**src/rtl/alu_pkg.sv**
```systemverilog
package alu_pkg;

  // Width of the operation code; bit 2 is the B-negate control
  localparam int OPC_W  = 3;
  localparam int NEG_BIT = 2;

  typedef enum logic [OPC_W-1:0] {
    OPC_AND = 3'b000,
    OPC_OR  = 3'b001,
    OPC_ADD = 3'b010,
    OPC_SUB = 3'b110,
    OPC_SLT = 3'b111
  } alu_opc_e;

  // Class codes from the main decoder
  localparam logic [1:0] CLS_MEM = 2'b00;
  localparam logic [1:0] CLS_BRN = 2'b01;

  // Function-field encodings for register-register operations
  localparam logic [5:0] FN_ADD = 6'b100000;
  localparam logic [5:0] FN_SUB = 6'b100010;
  localparam logic [5:0] FN_AND = 6'b100100;
  localparam logic [5:0] FN_OR  = 6'b100101;
  localparam logic [5:0] FN_SLT = 6'b101010;

endpackage

```
**src/rtl/alu_op_decode.sv**
```systemverilog
module alu_op_decode
  import alu_pkg::*;
#(
  parameter int FUNCT_W = 6
) (
  input  logic [1:0]         op_class_i,
  input  logic [FUNCT_W-1:0] funct_i,
  output alu_opc_e           opc_o
);

  // Second level: function field, used only for register-class instructions
  alu_opc_e fn_opc;

  always_comb begin
    case (funct_i)
      FN_ADD:  fn_opc = OPC_ADD;
      FN_SUB:  fn_opc = OPC_SUB;
      FN_AND:  fn_opc = OPC_AND;
      FN_OR:   fn_opc = OPC_OR;
      FN_SLT:  fn_opc = OPC_SLT;
      default: fn_opc = OPC_ADD;   // unlisted field falls back to add
    endcase
  end

  // First level: class code has priority over the function field
  always_comb begin
    if (op_class_i[1])
      opc_o = fn_opc;
    else if (op_class_i[0])
      opc_o = OPC_SUB;
    else
      opc_o = OPC_ADD;
  end

endmodule

```
**src/rtl/alu_addsub.sv**
```systemverilog
module alu_addsub #(
  parameter int DATA_W = 32
) (
  input  logic [DATA_W-1:0] a_i,
  input  logic [DATA_W-1:0] b_i,
  input  logic              negate_i,
  output logic [DATA_W-1:0] sum_o,
  output logic              less_o
);

  localparam int MSB = DATA_W - 1;

  logic [DATA_W-1:0] b_eff;
  logic              ovf;

  // Subtract = A + ~B + 1 on the same adder
  assign b_eff = b_i ^ {DATA_W{negate_i}};
  assign sum_o = a_i + b_eff + {{(DATA_W-1){1'b0}}, negate_i};

  // Signed overflow: operands agree in sign, sum disagrees
  assign ovf    = (a_i[MSB] == b_eff[MSB]) && (sum_o[MSB] != a_i[MSB]);
  // Signed less-than corrected for overflow
  assign less_o = sum_o[MSB] ^ ovf;

endmodule

```
**src/rtl/alu_result_sel.sv**
```systemverilog
module alu_result_sel
  import alu_pkg::*;
#(
  parameter int DATA_W = 32
) (
  input  alu_opc_e          opc_i,
  input  logic [DATA_W-1:0] a_i,
  input  logic [DATA_W-1:0] b_i,
  input  logic [DATA_W-1:0] sum_i,
  input  logic              less_i,
  output logic [DATA_W-1:0] res_o,
  output logic              zero_o
);

  always_comb begin
    case (opc_i)
      OPC_AND: res_o = a_i & b_i;
      OPC_OR:  res_o = a_i | b_i;
      OPC_SLT: res_o = {{(DATA_W-1){1'b0}}, less_i};
      default: res_o = sum_i;      // add and subtract
    endcase
  end

  assign zero_o = ~|res_o;

endmodule

```
**src/rtl/alu_unit.sv**
```systemverilog
module alu_unit
  import alu_pkg::*;
#(
  parameter int DATA_W  = 32,
  parameter int FUNCT_W = 6
) (
  input  logic               clk,
  input  logic               rst,
  input  logic [1:0]         op_class_i,
  input  logic [FUNCT_W-1:0] funct_i,
  input  logic [DATA_W-1:0]  a_i,
  input  logic [DATA_W-1:0]  b_i,
  output logic [DATA_W-1:0]  result_o,
  output logic               zero_o
);

  alu_opc_e          opc;
  logic [DATA_W-1:0] sum;
  logic              less;
  logic [DATA_W-1:0] res_c;
  logic              zero_c;

  alu_op_decode #(.FUNCT_W(FUNCT_W)) dec_i (
    .op_class_i (op_class_i),
    .funct_i    (funct_i),
    .opc_o      (opc)
  );

  alu_addsub #(.DATA_W(DATA_W)) add_i (
    .a_i      (a_i),
    .b_i      (b_i),
    .negate_i (opc[NEG_BIT]),
    .sum_o    (sum),
    .less_o   (less)
  );

  alu_result_sel #(.DATA_W(DATA_W)) sel_i (
    .opc_i  (opc),
    .a_i    (a_i),
    .b_i    (b_i),
    .sum_i  (sum),
    .less_i (less),
    .res_o  (res_c),
    .zero_o (zero_c)
  );

  // Output register stage
  always_ff @(posedge clk) begin
    if (rst) begin
      result_o <= '0;
      zero_o   <= 1'b1;
    end else begin
      result_o <= res_c;
      zero_o   <= zero_c;
    end
  end

  // Assertions next to the output register

  assert_zero_flag_R10: assert property (@(posedge clk) disable iff (rst)
    zero_o == (result_o == '0));

  assert_reset_clear_R11: assert property (@(posedge clk)
    rst |=> (result_o == '0) && zero_o);

  assert_mem_add_R6: assert property (@(posedge clk) disable iff (rst)
    (op_class_i == CLS_MEM) |=> result_o == ($past(a_i) + $past(b_i)));

  assert_branch_sub_R7: assert property (@(posedge clk) disable iff (rst)
    (op_class_i == CLS_BRN) |=> result_o == ($past(a_i) - $past(b_i)));

  assert_and_fn_R1: assert property (@(posedge clk) disable iff (rst)
    (op_class_i[1] && funct_i == FN_AND) |=> result_o == ($past(a_i) & $past(b_i)));

  assert_or_fn_R2: assert property (@(posedge clk) disable iff (rst)
    (op_class_i[1] && funct_i == FN_OR) |=> result_o == ($past(a_i) | $past(b_i)));

  assert_slt_value_R5: assert property (@(posedge clk) disable iff (rst)
    (op_class_i[1] && funct_i == FN_SLT) |=>
      result_o == {{(DATA_W-1){1'b0}}, ($signed($past(a_i)) < $signed($past(b_i)))});

endmodule

```
**config.mk**
```make
export PLATFORM = sky130hd
export DESIGN_NAME = alu_unit
export DESIGN_NICKNAME = d
export VERILOG_FILES = /design/src/rtl/alu_pkg.sv /design/src/rtl/alu_op_decode.sv /design/src/rtl/alu_addsub.sv /design/src/rtl/alu_result_sel.sv /design/src/rtl/alu_unit.sv
export SDC_FILE = /design/constraint.sdc
export NUM_CORES = 1
export LEC_CHECK = 0
export ABC_AREA = 1
export BUFFER_PORTS_ARGS = -buffer_cell sky130_fd_sc_hd__buf_2
export CORE_MARGIN = 8
export CORE_UTILIZATION = 41
export DETAILED_ROUTE_END_ITERATION = 7
export PLACE_DENSITY_LB_ADDON = 0.05
export RECOVER_POWER = 100
export SLEW_MARGIN = 20
export SYNTH_ARGS = -nofsm -noshare
export SYNTH_HDL_FRONTEND = slang
export SYNTH_SLANG_ARGS = --single-unit
```
**constraint.sdc**
```tcl
create_clock -name clk -period 3.8 [get_ports clk]
set_input_delay 0.57 -clock clk [delete_from_list [all_inputs] [get_ports clk]]
set_output_delay 0.57 -clock clk [all_outputs]
set_load 0.05 [all_outputs]
```
### Word level (Yosys, flattened, before mapping)

Index checks and enable logic that the tools add are counted.

* bitwise logic cells: 4
* add/subtract/negate cells: 2
* reduce and logical (&&, ||, !) cells: 4
* equality and inequality tests: 8
* multiplexer cells: 4

Operator list (count)
* one-hot mux 32 bit (3 select lines): 1
* adder 32 x 1 -> 32 bit: 1
* adder 32 bit: 1
* bitwise AND 32 bit: 1
* bitwise OR 32 bit: 1
* OR reduction 32 bit: 1
* bitwise XOR 32 bit: 1
* equality test 6 bit (second input constant): 4
* one-hot mux 3 bit (4 select lines): 1
* two-way mux 3 bit: 2
* equality test 3 x 1 -> 1 bit (second input constant): 1
* equality test 3 bit (second input constant): 1
* logical NOT 3 bit: 1
* equality test 1 bit: 1
* logical AND 1 bit: 1
* logical NOT 1 bit: 1
* != test 1 bit: 1
* bitwise XOR 1 bit: 1

* input port bits: 74
* register bits: 33
* output and inout port bits: 33

### Logic depth before layout (Yosys ltp)

* depth in word-level cells: 12
* depth in mapped cells: 29

### Cells and area by module

From an unflattened synthesis, not the netlist that was laid out.

* cells, all modules: 908
* area, all modules: 4984.8 um^2

By module, submodules not included
* alu_addsub: area an instance 2610.0 um^2, instances 1, cells each 482
* alu_result_sel: area an instance 1281.2 um^2, instances 1, cells each 293
* alu_unit: area an instance 962.2 um^2, instances 1, cells each 104
* alu_op_decode: area an instance 131.4 um^2, instances 1, cells each 29

### Least setup slack after synthesis

OpenSTA, ideal clock, no wires.

* path kind: in2reg
* start point: input port funct_i[4]
* end point: register zero_o
* path slack: 299 ps
* arrival time: 3389 ps
* stages on the path: 27
* required time: 3688 ps
* path through: inv_2 nand2_2 inv_2 nand3_2 and2_2 clkbuf_1 buf_2 xor2_1 inv_1 fa_1 inv_1 nand3_1 nand3_1 nand2_1 nand2_1 nand3_1 nand2_1 nand2_1 nand2_1 a21oi_1 or2_2 nand3_1 nand2_1 nand4_1 nor2_1 nand2_1 nand2_1

* longest elaborated chain between the ends: 12
* elaborated cells between the ends (all ways): 19
* classes of those cells: add/sub (2); eq/ne (8); mux (3); bitwise (2); reduce/logical (4)

Ends and longest elaborated chain
* from (decl): line alu_unit.sv:10 `input logic [FUNCT_W-1:0] funct_i,`
* equality test 6 bit: line alu_op_decode.sv:15 `case (funct_i)`
* one-hot mux 3 bit (4 select lines) (*): line alu_op_decode.sv:15
* two-way mux 3 bit (*): line alu_op_decode.sv:27 `if (op_class_i[1])`
* bitwise XOR 32 bit: line alu_addsub.sv:17 `assign b_eff = b_i ^ {DATA_W{negate_i}};`
* adder 32 bit: line alu_addsub.sv:18 `assign sum_o = a_i + b_eff + {{(DATA_W-1){1'b0}}, negate_i};`
* adder 32 x 1 -> 32 bit: line alu_addsub.sv:18
* != test 1 bit: line alu_addsub.sv:21 `assign ovf = (a_i[MSB] == b_eff[MSB]) && (sum_o[MSB] != a_i[MSB]);`
* logical AND 1 bit: line alu_addsub.sv:21
* bitwise XOR 1 bit: line alu_addsub.sv:23 `assign less_o = sum_o[MSB] ^ ovf;`
* one-hot mux 32 bit (3 select lines) (*): line alu_result_sel.sv:16 `case (opc_i)`
* OR reduction 32 bit (*): line alu_result_sel.sv:24 `assign zero_o = ~|res_o;`
* logical NOT 1 bit (*): line alu_result_sel.sv:24
* to (signal assigned): line alu_unit.sv:54 `zero_o <= zero_c;`
* to (decl): line alu_unit.sv:14 `output logic zero_o`

Every way passes the cells marked *; elsewhere a longest branch is shown, timed or not.
A chain may end at the register's enable or synchronous reset.

### Worst setup path after layout

* start point: input port funct_i[2]
* end point: register zero_o

Same word-level chain as after synthesis.

==> impl_metrics.toml <==
[critical_path]
required_ns = 4.03
crit_fanout = 18
worstSetupPathType = "in2reg"
crit_path_end_kind = "flop"
critPathArrivalTime_ns = 3.68
worst_setup_path_start_kind = "primary input"

[power_and_ir_drop]
switchingPower_uw = 971
clockPowerShare_pct = 17.1
ir_drop_mv = 0.278
p_leak_uw = 0.00262
powerDensity_mw_per_mm2 = 373
seq_power_share_pct = 21.3
comb_power_share_pct = 61.6
switching_share_pct = 49.8
p_int_uw = 979

[drt]
antenna_left = 0
drc = 0
vias_per_cell = 5.49
routed_wirelength_um = 17200
drt_iter0_drc = 471
wl_per_cell_um = 17.3
drt_first_pass_iters = 6
num_vias = 5452

[sta]
layout_min_cycle_time_ns = 3.46
timing.final.crit_share_pct = 91.0
drv_slew = 0
fmaxAchievable_mhz = 289
setup_viol = 0
hold_violations = 0
tns_ns = 0
rsz0062_at_grt = "false"
slew-limit-headroom_pct = 58.9
max_slew.worst_pin.slew_ns = 0.619

[clock_tree]
cts.sinks = 33
cts_buffer_depth = 2
postCtsHoldBufs = 0
clk_pin_slew_ns = 0.07
htree_levels = 2
numCtsBuffers = 5
cts-root-buf = "clkbuf_8"
cts_tree = "built"

[yosys]
netlist_area_mm2 = 0.00426
synthCells = 734
syn_nets = 842
yosysSeqAreaShare_pct = 15.5
synth_edf_count = 0
synth.distinct_cells = 40
ys_seq_elements = 33
syn_area_per_cell_um2 = 5.81
synth_top_flop_cell = "dfxtp_1"
synthArstFlopShare_pct = 0
yosys_warnings = 0

[run]
cap_violations = 0

[global_route]
grt_pass1_vias = 5013
overflow = 0
antenna_found_initial = 0
grt_max_degree = 33
grt_util_all_layers_pct = 23.9
grt_pass1_wl_um = 26900

[floorplan]
die_w_um = 118
start_util_pct = 41.7
io_pins = 107
die_h_um = 118
design.die.area_mm2 = 0.0139
core-area_mm2 = 0.0102
rows = 37

[cells_and_area]
area_growth_pct = 22.5
nets = 964
fillers = 1125
fin_cells = 993
antenna_cells = 0
drive_gt1_share_pct = 17.2

[placed_design]
dp_hpwl_um = 14300
gp_congestion = 0.937
placed_cells = 983
io_buffer_count = 106

[hold_path]
hold_path_class = "in2reg"

[run_status]
outcome = "complete, no violations"
cell families after synthesis:
family,after synthesis,share of synthesized area [%]
simple gates,406,41.9
buf+inv,107,9.95
fa+ha+maj,34,10.2
compound gates,122,15.9
flops,33,15.5
xor+xnor,32,6.57
repair_timing:
| item | 4_1_cts | 5_1_grt |
|---|---|---|
| buffers inserted | 0 | 2 |
| resized for setup | 0 | 18 |
| setup endpoints to repair | 0 | 1 |
cells in the final DEF (no fill, tap or decap), drive strengths merged, types with 2 or more instances in the layout:
cell type  instances
o21bai             4
buf               94
dfxtp             33
nor2             105
nand2            173
nand3             96
a21oi             54
or2                8
ha                33
nor3               9
a21boi             2
o21ai             42
and2               2
a31oi             12
o211ai             3
xnor2             31
inv               92
clkbuf            43
nand4             12
path summary, 6_finish.rpt:
check / start / endpoint / slack, ns / cells past startpoint
worst max-delay path: funct_i[2] / zero_o / 0.34 / 22
worst min-delay path: a_i[27] / result_o[27] / 0.67 / 3
layer usage:
metal  share of wire, %  global-route usage, %
met1                 46                   33.8
met2                 42                   36.1
met3                 10                   4.17
met4                1.8                   6.65
met5                  0                      0
final cells by class:
cell class                      count  area (um2)  share of cell area, %
Inverter                           92         345                   6.61
Clock inverter                      1        30.0                  0.575
Clock buffer                        7        86.3                   1.65
Tap cell                          136         170                   3.26
Timing Repair Buffer              130         687                   13.2
Multi-Input combinational cell    594        3240                   62.1
Sequential cell                    33         661                   12.6
sequential cells by signal, summed over array words and instances, names as in the netlist:
| register | flops |
|---|---|
| zero_o | 1 |
| result_o | 32 |
through the flow:
| step | util, % | setup WS, ns | total power, uW | area, um2 | hold slack, ns |
|---|---|---|---|---|---|
| global placement | 49.6 | -0.0498 | 1590 | 5070 | 0.953 |
| finish | 51.0 | 0.344 | 1950 | 5220 | 0.666 |
| detailed placement | 49.6 | -0.0431 | 1590 | 5070 | 0.952 |
| CTS | 50.7 | 0.234 | 1930 | 5190 | 0.654 |
| floorplan | - | 0.299 | 1210 | 4260 | 0.639 |
| global route | 51.0 | 0.0135 | 2080 | 5220 | 0.697 |
worst max-delay path: stages:
cell and delay [ns]:
buf_2 0.11, inv_1 0.08, nand2_1 0.05, nor2_1 0.10
nand3_1 0.14, and2_4 0.21, buf_12 0.17, xnor2_2 0.15
ha_1 0.31, clkbuf_1 0.16, nand2_1 0.13, o21ai_0 0.13
a21oi_1 0.22, o22ai_1 0.10, nor3_1 0.13, nand2_1 0.17
or2_1 0.26, a21oi_2 0.17, nand3_1 0.10, nor2_1 0.11
nand2_1 0.06, nand2_1 0.05
Yosys cell counts, types with 2 or more instances:
cell type | instances | area share (%)
a31oi_1 | 12 | 1.8
or2_1 | 2 | 0.29
a21oi_2 | 2 | 0.41
dfxtp_1 | 33 | 15
nand3_2 | 4 | 0.94
nand2_2 | 9 | 1.3
buf_2 | 9 | 1.1
nand4_1 | 12 | 1.8
a21oi_1 | 52 | 6.1
inv_2 | 4 | 0.35
clkbuf_1 | 4 | 0.35
nor2_2 | 2 | 0.29
inv_1 | 88 | 7.7
xnor2_1 | 31 | 6.4
o21bai_1 | 4 | 0.70
ha_1 | 33 | 9.7
nor2_1 | 102 | 9.0
nand3_1 | 92 | 11
nor3_1 | 8 | 0.94
or2_2 | 6 | 0.88
nand2_1 | 163 | 14
o21ai_0 | 41 | 4.8
o211ai_1 | 3 | 0.53
a21boi_0 | 2 | 0.35
power groups by stage:
| stage | logic [uW] | registers [uW] | clock network (uW) |
|---|---|---|---|
| after floorplan | 582 | 627 | 0 |
| after global placement | 1170 | 420 | 0 |
| after detailed placement | 1170 | 422 | 0 |
| after CTS | 1170 | 414 | 342 |
| after global routing | 1300 | 421 | 354 |
| final | 1200 | 416 | 333 |
(Power assumes the default switching activity.)
